File: src/rtl/fpc_pkg.sv
package fpc_pkg;
  typedef enum logic [1:0] {
    FORM_FALSE   = 2'd0,
    FORM_TRUE    = 2'd1,
    FORM_FALSE_L = 2'd2,
    FORM_TRUE_L  = 2'd3
  } br_form_e;

  typedef struct packed {
    logic taken;
    logic annul;
  } br_dec_t;
endpackage

File: src/rtl/fpc_decode.sv
module fpc_decode
  import fpc_pkg::*;
#(
  parameter int CC_N = 8,
  parameter int RT_W = 5
) (
  input  logic [RT_W-1:0] rt_i,
  input  logic [CC_N-1:0] cc_i,
  output br_dec_t         dec_o
);
  localparam int IDX_W = $clog2(CC_N);

  br_form_e         form;
  logic [IDX_W-1:0] idx;
  logic             bit_sel;
  logic             sense;
  logic             likely;

  assign form    = br_form_e'(rt_i[1:0]);
  assign idx     = rt_i[2 +: IDX_W];
  assign bit_sel = cc_i[idx];

  always_comb begin
    sense  = 1'b0;
    likely = 1'b0;
    unique case (form)
      FORM_FALSE:   begin sense = 1'b0; likely = 1'b0; end
      FORM_TRUE:    begin sense = 1'b1; likely = 1'b0; end
      FORM_FALSE_L: begin sense = 1'b0; likely = 1'b1; end
      FORM_TRUE_L:  begin sense = 1'b1; likely = 1'b1; end
      default:      begin sense = 1'b0; likely = 1'b0; end
    endcase
  end

  assign dec_o.taken = (bit_sel == sense);
  assign dec_o.annul = likely & (bit_sel != sense);
endmodule

File: src/rtl/fpc_target.sv
module fpc_target #(
  parameter int PC_W  = 32,
  parameter int OFF_W = 16
) (
  input  logic [PC_W-1:0]  pc_i,
  input  logic [OFF_W-1:0] offset_i,
  output logic [PC_W-1:0]  tgt_o,
  output logic [PC_W-1:0]  fall_o
);
  localparam int EXT_W = PC_W - OFF_W - 2;

  logic [PC_W-1:0] slot_pc;
  logic [PC_W-1:0] disp;

  assign slot_pc = pc_i + PC_W'(4);
  assign disp    = {{EXT_W{offset_i[OFF_W-1]}}, offset_i, 2'b00};
  assign tgt_o   = slot_pc + disp;
  assign fall_o  = slot_pc + PC_W'(4);
endmodule

File: src/rtl/fpc_branch_seq.sv
module fpc_branch_seq
  import fpc_pkg::*;
#(
  parameter int PC_W  = 32,
  parameter int OFF_W = 16,
  parameter int CC_N  = 8,
  parameter int RT_W  = 5
) (
  input  logic             clk_i,
  input  logic             rst_ni,
  input  logic             br_valid_i,
  input  logic [RT_W-1:0]  rt_i,
  input  logic [OFF_W-1:0] offset_i,
  input  logic [PC_W-1:0]  pc_i,
  input  logic [CC_N-1:0]  cc_i,
  input  logic             in_slot_i,
  output logic             res_valid_o,
  output logic             taken_o,
  output logic [PC_W-1:0]  next_pc_o,
  output logic             annul_o,
  output logic             illegal_o,
  output logic             slot_pend_o
);
  br_dec_t         dec;
  logic [PC_W-1:0] tgt_pc;
  logic [PC_W-1:0] fall_pc;
  logic            legal;

  fpc_decode #(.CC_N(CC_N), .RT_W(RT_W)) u_dec (
    .rt_i  (rt_i),
    .cc_i  (cc_i),
    .dec_o (dec)
  );

  fpc_target #(.PC_W(PC_W), .OFF_W(OFF_W)) u_tgt (
    .pc_i     (pc_i),
    .offset_i (offset_i),
    .tgt_o    (tgt_pc),
    .fall_o   (fall_pc)
  );

  assign legal = br_valid_i & ~in_slot_i;

  always_ff @(posedge clk_i or negedge rst_ni) begin
    if (!rst_ni) begin
      res_valid_o <= 1'b0;
      taken_o     <= 1'b0;
      next_pc_o   <= '0;
      annul_o     <= 1'b0;
      illegal_o   <= 1'b0;
      slot_pend_o <= 1'b0;
    end else begin
      res_valid_o <= br_valid_i;
      illegal_o   <= br_valid_i & in_slot_i;
      taken_o     <= legal & dec.taken;
      annul_o     <= legal & dec.annul;
      slot_pend_o <= legal;
      if (legal) next_pc_o <= dec.taken ? tgt_pc : fall_pc;
    end
  end
endmodule

File: config.mk
export PLATFORM = sky130hd
export DESIGN_NAME = fpc_branch_seq
export DESIGN_NICKNAME = d
export VERILOG_FILES = /design/src/rtl/fpc_pkg.sv /design/src/rtl/fpc_decode.sv /design/src/rtl/fpc_target.sv /design/src/rtl/fpc_branch_seq.sv
export SDC_FILE = /design/constraint.sdc
export NUM_CORES = 1
export LEC_CHECK = 0
export BUFFER_PORTS_ARGS = -buffer_cell sky130_fd_sc_hd__buf_2
export CAP_MARGIN = 10
export CORE_ASPECT_RATIO = 1.4
export CORE_MARGIN = 3
export CORE_UTILIZATION = 30
export CTS_CLUSTER_DIAMETER = 60
export DETAILED_ROUTE_END_ITERATION = 8
export SLEW_MARGIN = 5
export SYNTH_ARGS = -nofsm -noshare
export SYNTH_HDL_FRONTEND = slang
export SYNTH_HIERARCHICAL = 1
export SYNTH_SLANG_ARGS = --single-unit
export TNS_END_PERCENT = 30
File: constraint.sdc
create_clock -name clk_i -period 1.2 [get_ports clk_i]
set_clock_uncertainty 0.1 [all_clocks]
set_input_delay 0.12 -clock clk_i [delete_from_list [all_inputs] [get_ports clk_i]]
set_output_delay 0.12 -clock clk_i [all_outputs]
set_load 0.05 [all_outputs]
==> Word level (Yosys, flattened, before mapping) <==
Cells that the tools add are included.
{ "op_classes": {"addsub": 3, "order_cmp": 1, "n_eq_ne": 5, "muxes": 5, "bitwise_logic": 6, "n_reduce_logical": 5} }
{ "op_table": {"columns": ["op", "count"], "rows": [
  ["$add 32x3->32 const B", 2],
  ["$add 32x32->32", 1],
  ["$mux 32", 1],
  ["$reduce_or 2->1", 4],
  ["$and 1x1->1", 5],
  ["$eq 2x2->1 const B", 2],
  ["$lt 3x4->1 const B", 1],
  ["$pmux 1 s2", 2],
  ["$bmux 1 s3", 1],
  ["$eq 2x1->1 const B", 1],
  ["$logic_not 2->1", 1],
  ["$eq 1x1->1", 1],
  ["$mux 1", 1],
  ["$ne 1x1->1", 1],
  ["$not 1->1", 1]
]} }
{ "word_totals": {"ff_bits": 37, "input_bits": 65, "wordCells": 31} }

==> Logic depth before layout (Yosys ltp) <==
Gate-level depths: netlist (run 1).
{ "logic_depth": {"ltp_word": 6, "depth_mapped": 21, "depth_no_buf": 18} }

==> Hierarchy <==
Netlist (run 1), hierarchy kept.
{ "modules_own_cells": {"columns": ["mod", "n_inst", "cells_per_inst", "area_per_inst_um2"], "rows": [
  ["fpc_target", 1, 418, 2920.3],
  ["fpc_branch_seq", 1, 113, 1988.2],
  ["fpc_decode", 1, 10, 96.3]
]} }

==> Worst setup path before layout (run 1) <==
Ideal clock, no wire load.
{ "synth_timing": {"path_kind": "input port to flip-flop", "from": "input pc_i[7]", "to": "register next_pc_o[29]", "setup_time_ns": 0.125, "t_arrival_ns": 3.668, "t_required_ns": 0.975, "slack_ns": -2.693, "cell_stages": 21, "n_path_buf": 3, "cell_sequence": "buf_2 -> nand3_1 -> or4b_1 -> buf_4 -> nor2_4 -> nand2_1 -> xor2_1 -> inv_1 -> ha_1 -> clkbuf_1 -> inv_1 -> o21bai_1 -> a21o_1 -> a21o_1 -> a21oi_1 -> nor2_1 -> a211oi_1 -> o21ai_0 -> xor2_1 -> mux2_4 -> mux2_4"} }
{ "synth_via": {"elab_chain_len": 3, "elab_cells_between_ends": 4, "cone_classes": "3 x add/sub; 1 x mux"} }
{ "synth_rtl": {"columns": ["item", "line", "text"], "rows": [
  ["start, declared", "fpc_branch_seq.sv:14", "input logic [PC_W-1:0] pc_i,"],
  ["$add 32x3->32", "fpc_target.sv:15", "assign slot_pc = pc_i + PC_W'(4);"],
  ["$add 32x32->32", "fpc_target.sv:17", "assign tgt_o = slot_pc + disp;"],
  ["named net tgt_pc[29]", "fpc_branch_seq.sv:25", "logic [PC_W-1:0] tgt_pc;"],
  ["$mux 32", "fpc_branch_seq.sv:58", "if (legal) next_pc_o <= dec.taken ? tgt_pc : fall_pc;"],
  ["end signal, assigned", "fpc_branch_seq.sv:58", null],
  ["end, declared", "fpc_branch_seq.sv:19", "output logic [PC_W-1:0] next_pc_o,"]
]} }
The timed path passes the listed nets, and every way through them passes these cells.
A chain may end at the register's enable or synchronous reset.

==> Worst setup path after layout (run 1) <==
{ "layout_timing": {"from": "input pc_i[14]", "to": "register next_pc_o[28]"} }
Same word-level chain as after synthesis.

==> results.toml, run 1 <==
[worst_setup_path]
crit_path_end_kind = "flip-flop"
arrival_ns = 3.41
worstSetupPathType = "in2reg"
required_ns = 1.27
crit_fanout = 6
critPathLaunchType = "input pin"

[outcome]
violations = "negative setup slack"
status = "finished with violations"

[power]
ir_worst_vdd_v = 0.000482
power-per-cell-area_nw_per_um2 = 1050
p_leak_nw = 3.89

[logic_synthesis]
async_flop_share_pct = 100
synth_edf_count = 0
postSynthAreaPerCell_sq_um = 9.25
ys.warnings.count = 6
syn_nets = 645
synth_largest_area_cell = "dfrtp_1"
synth-main-ff-cell = "dfrtp_1"
synth_top_area_share_pct = 18.5
synth_seq_cells = 37
synth_common_cells = "mux2_4, xnor2_1, ha_1"
yosysMostFrequentCell = "mux2_4"
syn_area_sq_um = 5000
postSynthCellCount = 541
ys_seq_area_share_pct = 18.5
ys_types = 62
yosys-top-cells-area = "dfrtp_1, mux2_4, ha_1"

[layout]
synthToLayoutAreaGrowth_pct = 64.2
finish.utilization_pct = 50.6
n_antenna_cell = 0
fin_area_sq_um = 8220
nNetsFinal = 932
fin_cells = 1028
drive_gt1_share_pct = 59.2

[sta]
setup_ws_ns = -2.14
fmax_mhz = 300
slew_violations = 0
worstMarginPinSlew_ns = 0.381
rsz0062_at_grt = "true"
setup_violations = 33
hold_viol = 0
slew-limit-headroom_pct = 74.3
fin_crit_sh_pct = 278
finalCriticalPeriod_ns = 3.34
tns_ns = -46.87

[detailed_routing]
route.detailed.drc = 0
vias = 4829
initialDrtViolationCount = 121
wl_per_cell_um = 14.1
postRouteAntennaNets = 0
via_per_inst = 4.70
dr.pass1.iters = 4
drt_wl_total_um = 14500

[die]
die_y_um = 159
initial_core_util_pct = 30.8
ios = 102
row_count = 55
die-area_sq_um = 18300
core_sq_um = 16200
die_w_um = 115

[clock_network]
cts.clk_slew.worst_paths_ns = 0.06
cts.sinks = 37
cts_root_buf = "clkbuf_16"
tritoncts = "yes"
cts_buffers = 5
cts_max_level = 2
cts_buffer_depth = 2
clk_latency_ns = 0.28

[global_route]
track_usage_pct = 15.3
grt_max_degree = 24
grt_pass1_vias = 4876
grt_overflow = 0
antenna_found_initial = 0
grt_pass1_wl_um = 23400

[worst_hold_path]
hold_class = "in2reg"

[place]
placed_cells = 997
port_buffers = 101
gp_congestion = 0.849
dpl.hpwl_um = 11900
place_area_sq_um = 7160

[flow_run]
maxCapViolations = 0
-- state kept, by name (all words and copies together), names as in the netlist --
| name | flops |
|---|---|
| next_pc_o | 32 |
| annul_o | 1 |
| illegal_o | 1 |
| res_valid_o | 1 |
| slot_pend_o | 1 |
| taken_o | 1 |
-- power by group --
part           switching [mW]  internal [mW]
clock network           0.515          0.982
registers               0.214           1.60
logic                    2.85           2.47
-- critical path, cell delays in order --
cell	delay (ns)
buf_6	0.07
and4_4	0.23
or4b_4	0.55
nor3_4	0.22
xor2_2	0.23
ha_4	0.25
a211o_1	0.27
a221oi_2	0.19
a21oi_2	0.11
a41oi_2	0.18
a21oi_2	0.11
o21a_1	0.18
nor2_1	0.12
xnor2_1	0.07
mux2_4	0.26
mux2_4	0.25
-- placed cells by master (no fill, tap or decap), types with 4 or more instances in the layout --
cell	instances
xor2_1	20
o21bai_1	4
nand2b_1	9
clkbuf_16	5
nor2_2	8
and2_1	7
buf_2	85
buf_6	19
nor2b_1	5
nand3_2	6
nand2_1	33
o21ai_2	6
inv_1	13
a21oi_1	14
mux2i_1	5
and3_4	6
inv_2	5
and3_1	9
ha_1	20
xor2_2	5
buf_12	6
buf_4	192
nor2_1	26
xnor2_2	10
nor3_1	5
a21o_1	12
nand3_1	24
o21ai_1	5
xnor2_1	44
nand4_1	8
dfrtp_1	37
o21ai_0	8
ha_4	16
a211oi_2	4
a21oi_2	11
mux2_4	62
-- timing repair --
item                                   CTS  global route
endpoints found under the hold margin   39             0
pin swaps                               49            31
resized for setup                       90            45
setup endpoints to repair               34            35
hold buffers                             3             0
setup buffers                           17             5
gates cloned                             0             0
-- cell families after synthesis --
family | after synthesis | share of synthesized area [%]
simple gates | 170 | 18.4
buf+inv | 47 | 5.85
mux | 70 | 20.2
compound gates | 95 | 12.4
fa+ha+maj | 39 | 9.90
flops | 37 | 18.5
xor+xnor | 83 | 14.8
-- routing by layer --
metal / global-route usage, % / part of all wire [%]
met5: 0 / 0
met4: 5.13 / 2.7
met3: 1.18 / 2.5
met2: 27.4 / 52
met1: 19.0 / 43
-- through the flow --
step | setup WS [ns] | power [mW] | hold slack [ns]
floorplan | -2.43 | 5.24 | -0.276
global placement | -2.55 | 6.65 | -0.0458
detailed placement | -2.56 | 6.71 | -0.0443
CTS | -2.19 | 8.55 | 0.103
global route | -2.28 | 9.09 | 0.118
finish | -2.14 | 8.64 | 0.107
-- layout make-up --
type	instances	area (sq um)
Fill cell	1440	8020
Multi-Input combinational cell	457	4520
Timing Repair Buffer	309	2280
Sequential cell	37	926
Tap cell	199	249
Clock buffer	5	125
Inverter	18	67.6
Clock inverter	3	46.3
-- path summary, 6_finish.rpt --
kind | start | end | slack, ns | depth (start not counted)
setup / recovery | pc_i[14] | next_pc_o[28] | -2.14 | 16
hold / removal | rt_i[1] | annul_o | 0.11 | 4
setup reg to reg | next_pc_o[21] | next_pc_o[21] | 0.29 | 1
hold reg to reg | next_pc_o[10] | next_pc_o[10] | 0.41 | 1
max in group asynchronous | rst_ni | next_pc_o[8] | 0.38 | 3
min in group asynchronous | rst_ni | annul_o | 0.18 | 2
No activity file was read; power rests on OpenSTA's default activity.
==> run 2: changes to the inputs <==
--- a/config.mk
+++ b/config.mk
@@ -5,6 +5,7 @@
 export SDC_FILE = /design/constraint.sdc
 export NUM_CORES = 1
 export LEC_CHECK = 0
+export ABC_AREA = 1
 export BUFFER_PORTS_ARGS = -buffer_cell sky130_fd_sc_hd__buf_2
 export CAP_MARGIN = 10
 export CORE_ASPECT_RATIO = 1.4
==> run 2 against run 1 <==
  * Critical path depth grew 6
  * The flow finishes with violations (negative hold slack, negative setup slack)
  * Clock power shrank 17%
  * Core utilization grew 2.0 points
  * Routed wire length grew 49%
  * Largest cell class unchanged
==> results.toml, run 2 <==
[sta]
setup_violations = 29
slew_violations = 0
hold_viol = 1
worstMarginPinSlew_ns = 0.337
slew-limit-headroom_pct = 77.5
fmax_mhz = 405
setup_ws_ns = -1.27
finalCriticalPeriod_ns = 2.47
rsz0062_at_grt = "true"
timing.hold.ws_ns = -0.00586
fin_crit_sh_pct = 206

[layout]
multi_input_comb_area_sq_um = 5400
nNetsFinal = 1447
drive_gt1_share_pct = 47.0
fill_cells = 1877
synthToLayoutAreaGrowth_pct = 71.5
seq_area_sq_um = 926
regMostFlops = "next_pc_o"
layout_commonest_cell = "nand2_1"
largest_register_ffs = 32
final_cell_mix = "nand2_1, buf_4, buf_2"
n_antenna_cell = 0

[worst_setup_path]
path_buf_inv = 4
worstSetupPathType = "in2reg"
cp_num_cells = 22
crit_top_cell = "nand2_1"
required_ns = 1.27
crit_path_end_kind = "flip-flop"
rr_worst_depth = 2
path_cells = "clkbuf_4, nand2_2, nor2_4, nand2_2, nor2_4, buf_12, buf_12, xor2_4, ha_4, a21oi_4, buf_6, o21ai_4, a21oi_2, nor2_2, a211oi_2, nand2_1, nand2_1, nand2_1, nand2_1, nand2_1, nand2_1, nand2_1"
critPathLaunchType = "input pin"
slowest_stage = "ha_4"
crit_family = "simple AND/OR/NAND/NOR gates"
arrival_ns = 2.54
crit_fanout = 5
cpPeakStageDelay_ns = 0.25

[power]
ir_worst_vdd_v = 0.000486
switching_power_mw = 3.46
power-per-cell-area_nw_per_um2 = 772
p_int_mw = 4.09
swShare_pct = 45.8
total_power_mw = 7.55
p_leak_nw = 5.01
p_comb_share_pct = 62.4
p_clk_share_pct = 16.6
pwr-share-seq_pct = 21.0

[clock_network]
cts.clk_slew.worst_paths_ns = 0.05
cts_root_buf = "clkbuf_16"
tritoncts = "yes"
cts_buffers = 5
cts_buffer_depth = 2
clk_latency_ns = 0.28
cts_max_level = 2
cts.sinks = 37

[outcome]
status = "finished with violations"
violations = "negative hold slack, negative setup slack"

[detailed_routing]
drt_wl_total_um = 21500
postRouteAntennaNets = 0
via_per_inst = 4.59
wl_per_cell_um = 13.6
vias = 7284
route.detailed.drc = 0
dr.pass1.iters = 5
initialDrtViolationCount = 326

[logic_synthesis]
synth_seq_cells = 37
yosys-top-cells-area = "nand2_1, dfrtp_1, ha_1"
synth_common_cells = "nand2_1, nor2_1, inv_1"
async_flop_share_pct = 100
ys.warnings.count = 6
ys_seq_area_share_pct = 16.2
synth_largest_area_cell = "nand2_1"
syn_area_sq_um = 5700
ys_types = 40
synth_edf_count = 0
synth_top_area_share_pct = 28.4
syn_nets = 1100
postSynthCellCount = 996
synth-main-ff-cell = "dfrtp_1"
yosysMostFrequentCell = "nand2_1"
postSynthAreaPerCell_sq_um = 5.73

[die]
die_y_um = 169
row_count = 59
core_sq_um = 18600
ios = 102
die-area_sq_um = 20700
initial_core_util_pct = 30.7
die_w_um = 123

[place]
gp_congestion = 0.923
dpl.hpwl_um = 17700
port_buffers = 101
dpl_worst_slack_ns = -1.81

[global_route]
track_usage_pct = 20.6
grt_overflow = 0
grt_pass1_wl_um = 34200
grt_pass1_vias = 7097
antenna_found_initial = 0
grt_max_degree = 38

[flow_run]
maxCapViolations = 0

[worst_hold_path]
hold_class = "in2reg"
hold_depth = 3
## run 2: per-stage QoR
stage	std cells	TNS, ns	util, %	hold slack [ns]	instance area (sq um)
after detailed placement	1553	-43.80	45.7	0.00505	8500
after global placement	1553	-43.19	45.7	0.00217	8500
after floorplan	996	-25.85	-	-0.276	6090
final	1588	-28.37	52.6	-0.00586	9780
after CTS	1577	-27.62	49.7	-0.104	9250
after global routing	1588	-32.85	52.6	0.0190	9780
## run 2: layout make-up
cell class	count	area share [%]
Multi-Input combinational cell	833	55.3
Timing Repair Buffer	359	26.5
Sequential cell	37	9.47
Inverter	107	4.26
Tap cell	244	3.12
Clock buffer	6	1.32
Clock inverter	2	0.102
## run 2: metal layers
metal / track usage [%] / routed length, um
met5: 0 / 0
met4: 7.89 / 759
met3: 0.967 / 699
met2: 37.7 / 11000
met1: 25.2 / 9050
## run 2: what timing repair did
action	in CTS	in global routing
setup endpoints to repair	34	34
hold buffers	2	1
setup buffers	15	10
resized for setup	120	110
pin swaps	71	63
endpoints found under the hold margin	39	1
## run 2: final timing paths
check / startpoint / endpoint / slack [ns]
setup / recovery: pc_i[5] / next_pc_o[29] / -1.27
hold / removal: br_valid_i / illegal_o / -0.006
setup reg to reg: next_pc_o[20] / next_pc_o[20] / 0.43
hold reg to reg: next_pc_o[24] / next_pc_o[24] / 0.37
max in group asynchronous: rst_ni / next_pc_o[29] / 0.57
min in group asynchronous: rst_ni / next_pc_o[6] / 0.24
## run 2: worst reg2reg max path: cells and delay by family (launching register included)
kind          cells  cell delay (ns)
flops             1             0.42
simple gates      2             0.14
## run 2: cells by family (layout without fill, tap and decap cells)
logic type | after synthesis | after routing | synth area share (%)
simple gates | 668 | 668 | 50.3
buf+inv | 126 | 474 | 10.0
compound gates | 78 | 78 | 7.28
xor+xnor | 48 | 48 | 7.50
fa+ha+maj | 39 | 39 | 8.69
flops | 37 | 37 | 16.2
## run 2: power groups by stage
stage,sequential [mW],combinational (mW),clock [mW]
floorplan,2.38,1.78,0
global placement,1.61,4.09,0
detailed placement,1.61,4.11,0
CTS,1.59,4.43,1.30
global route,1.61,5.12,1.34
finish,1.59,4.71,1.25
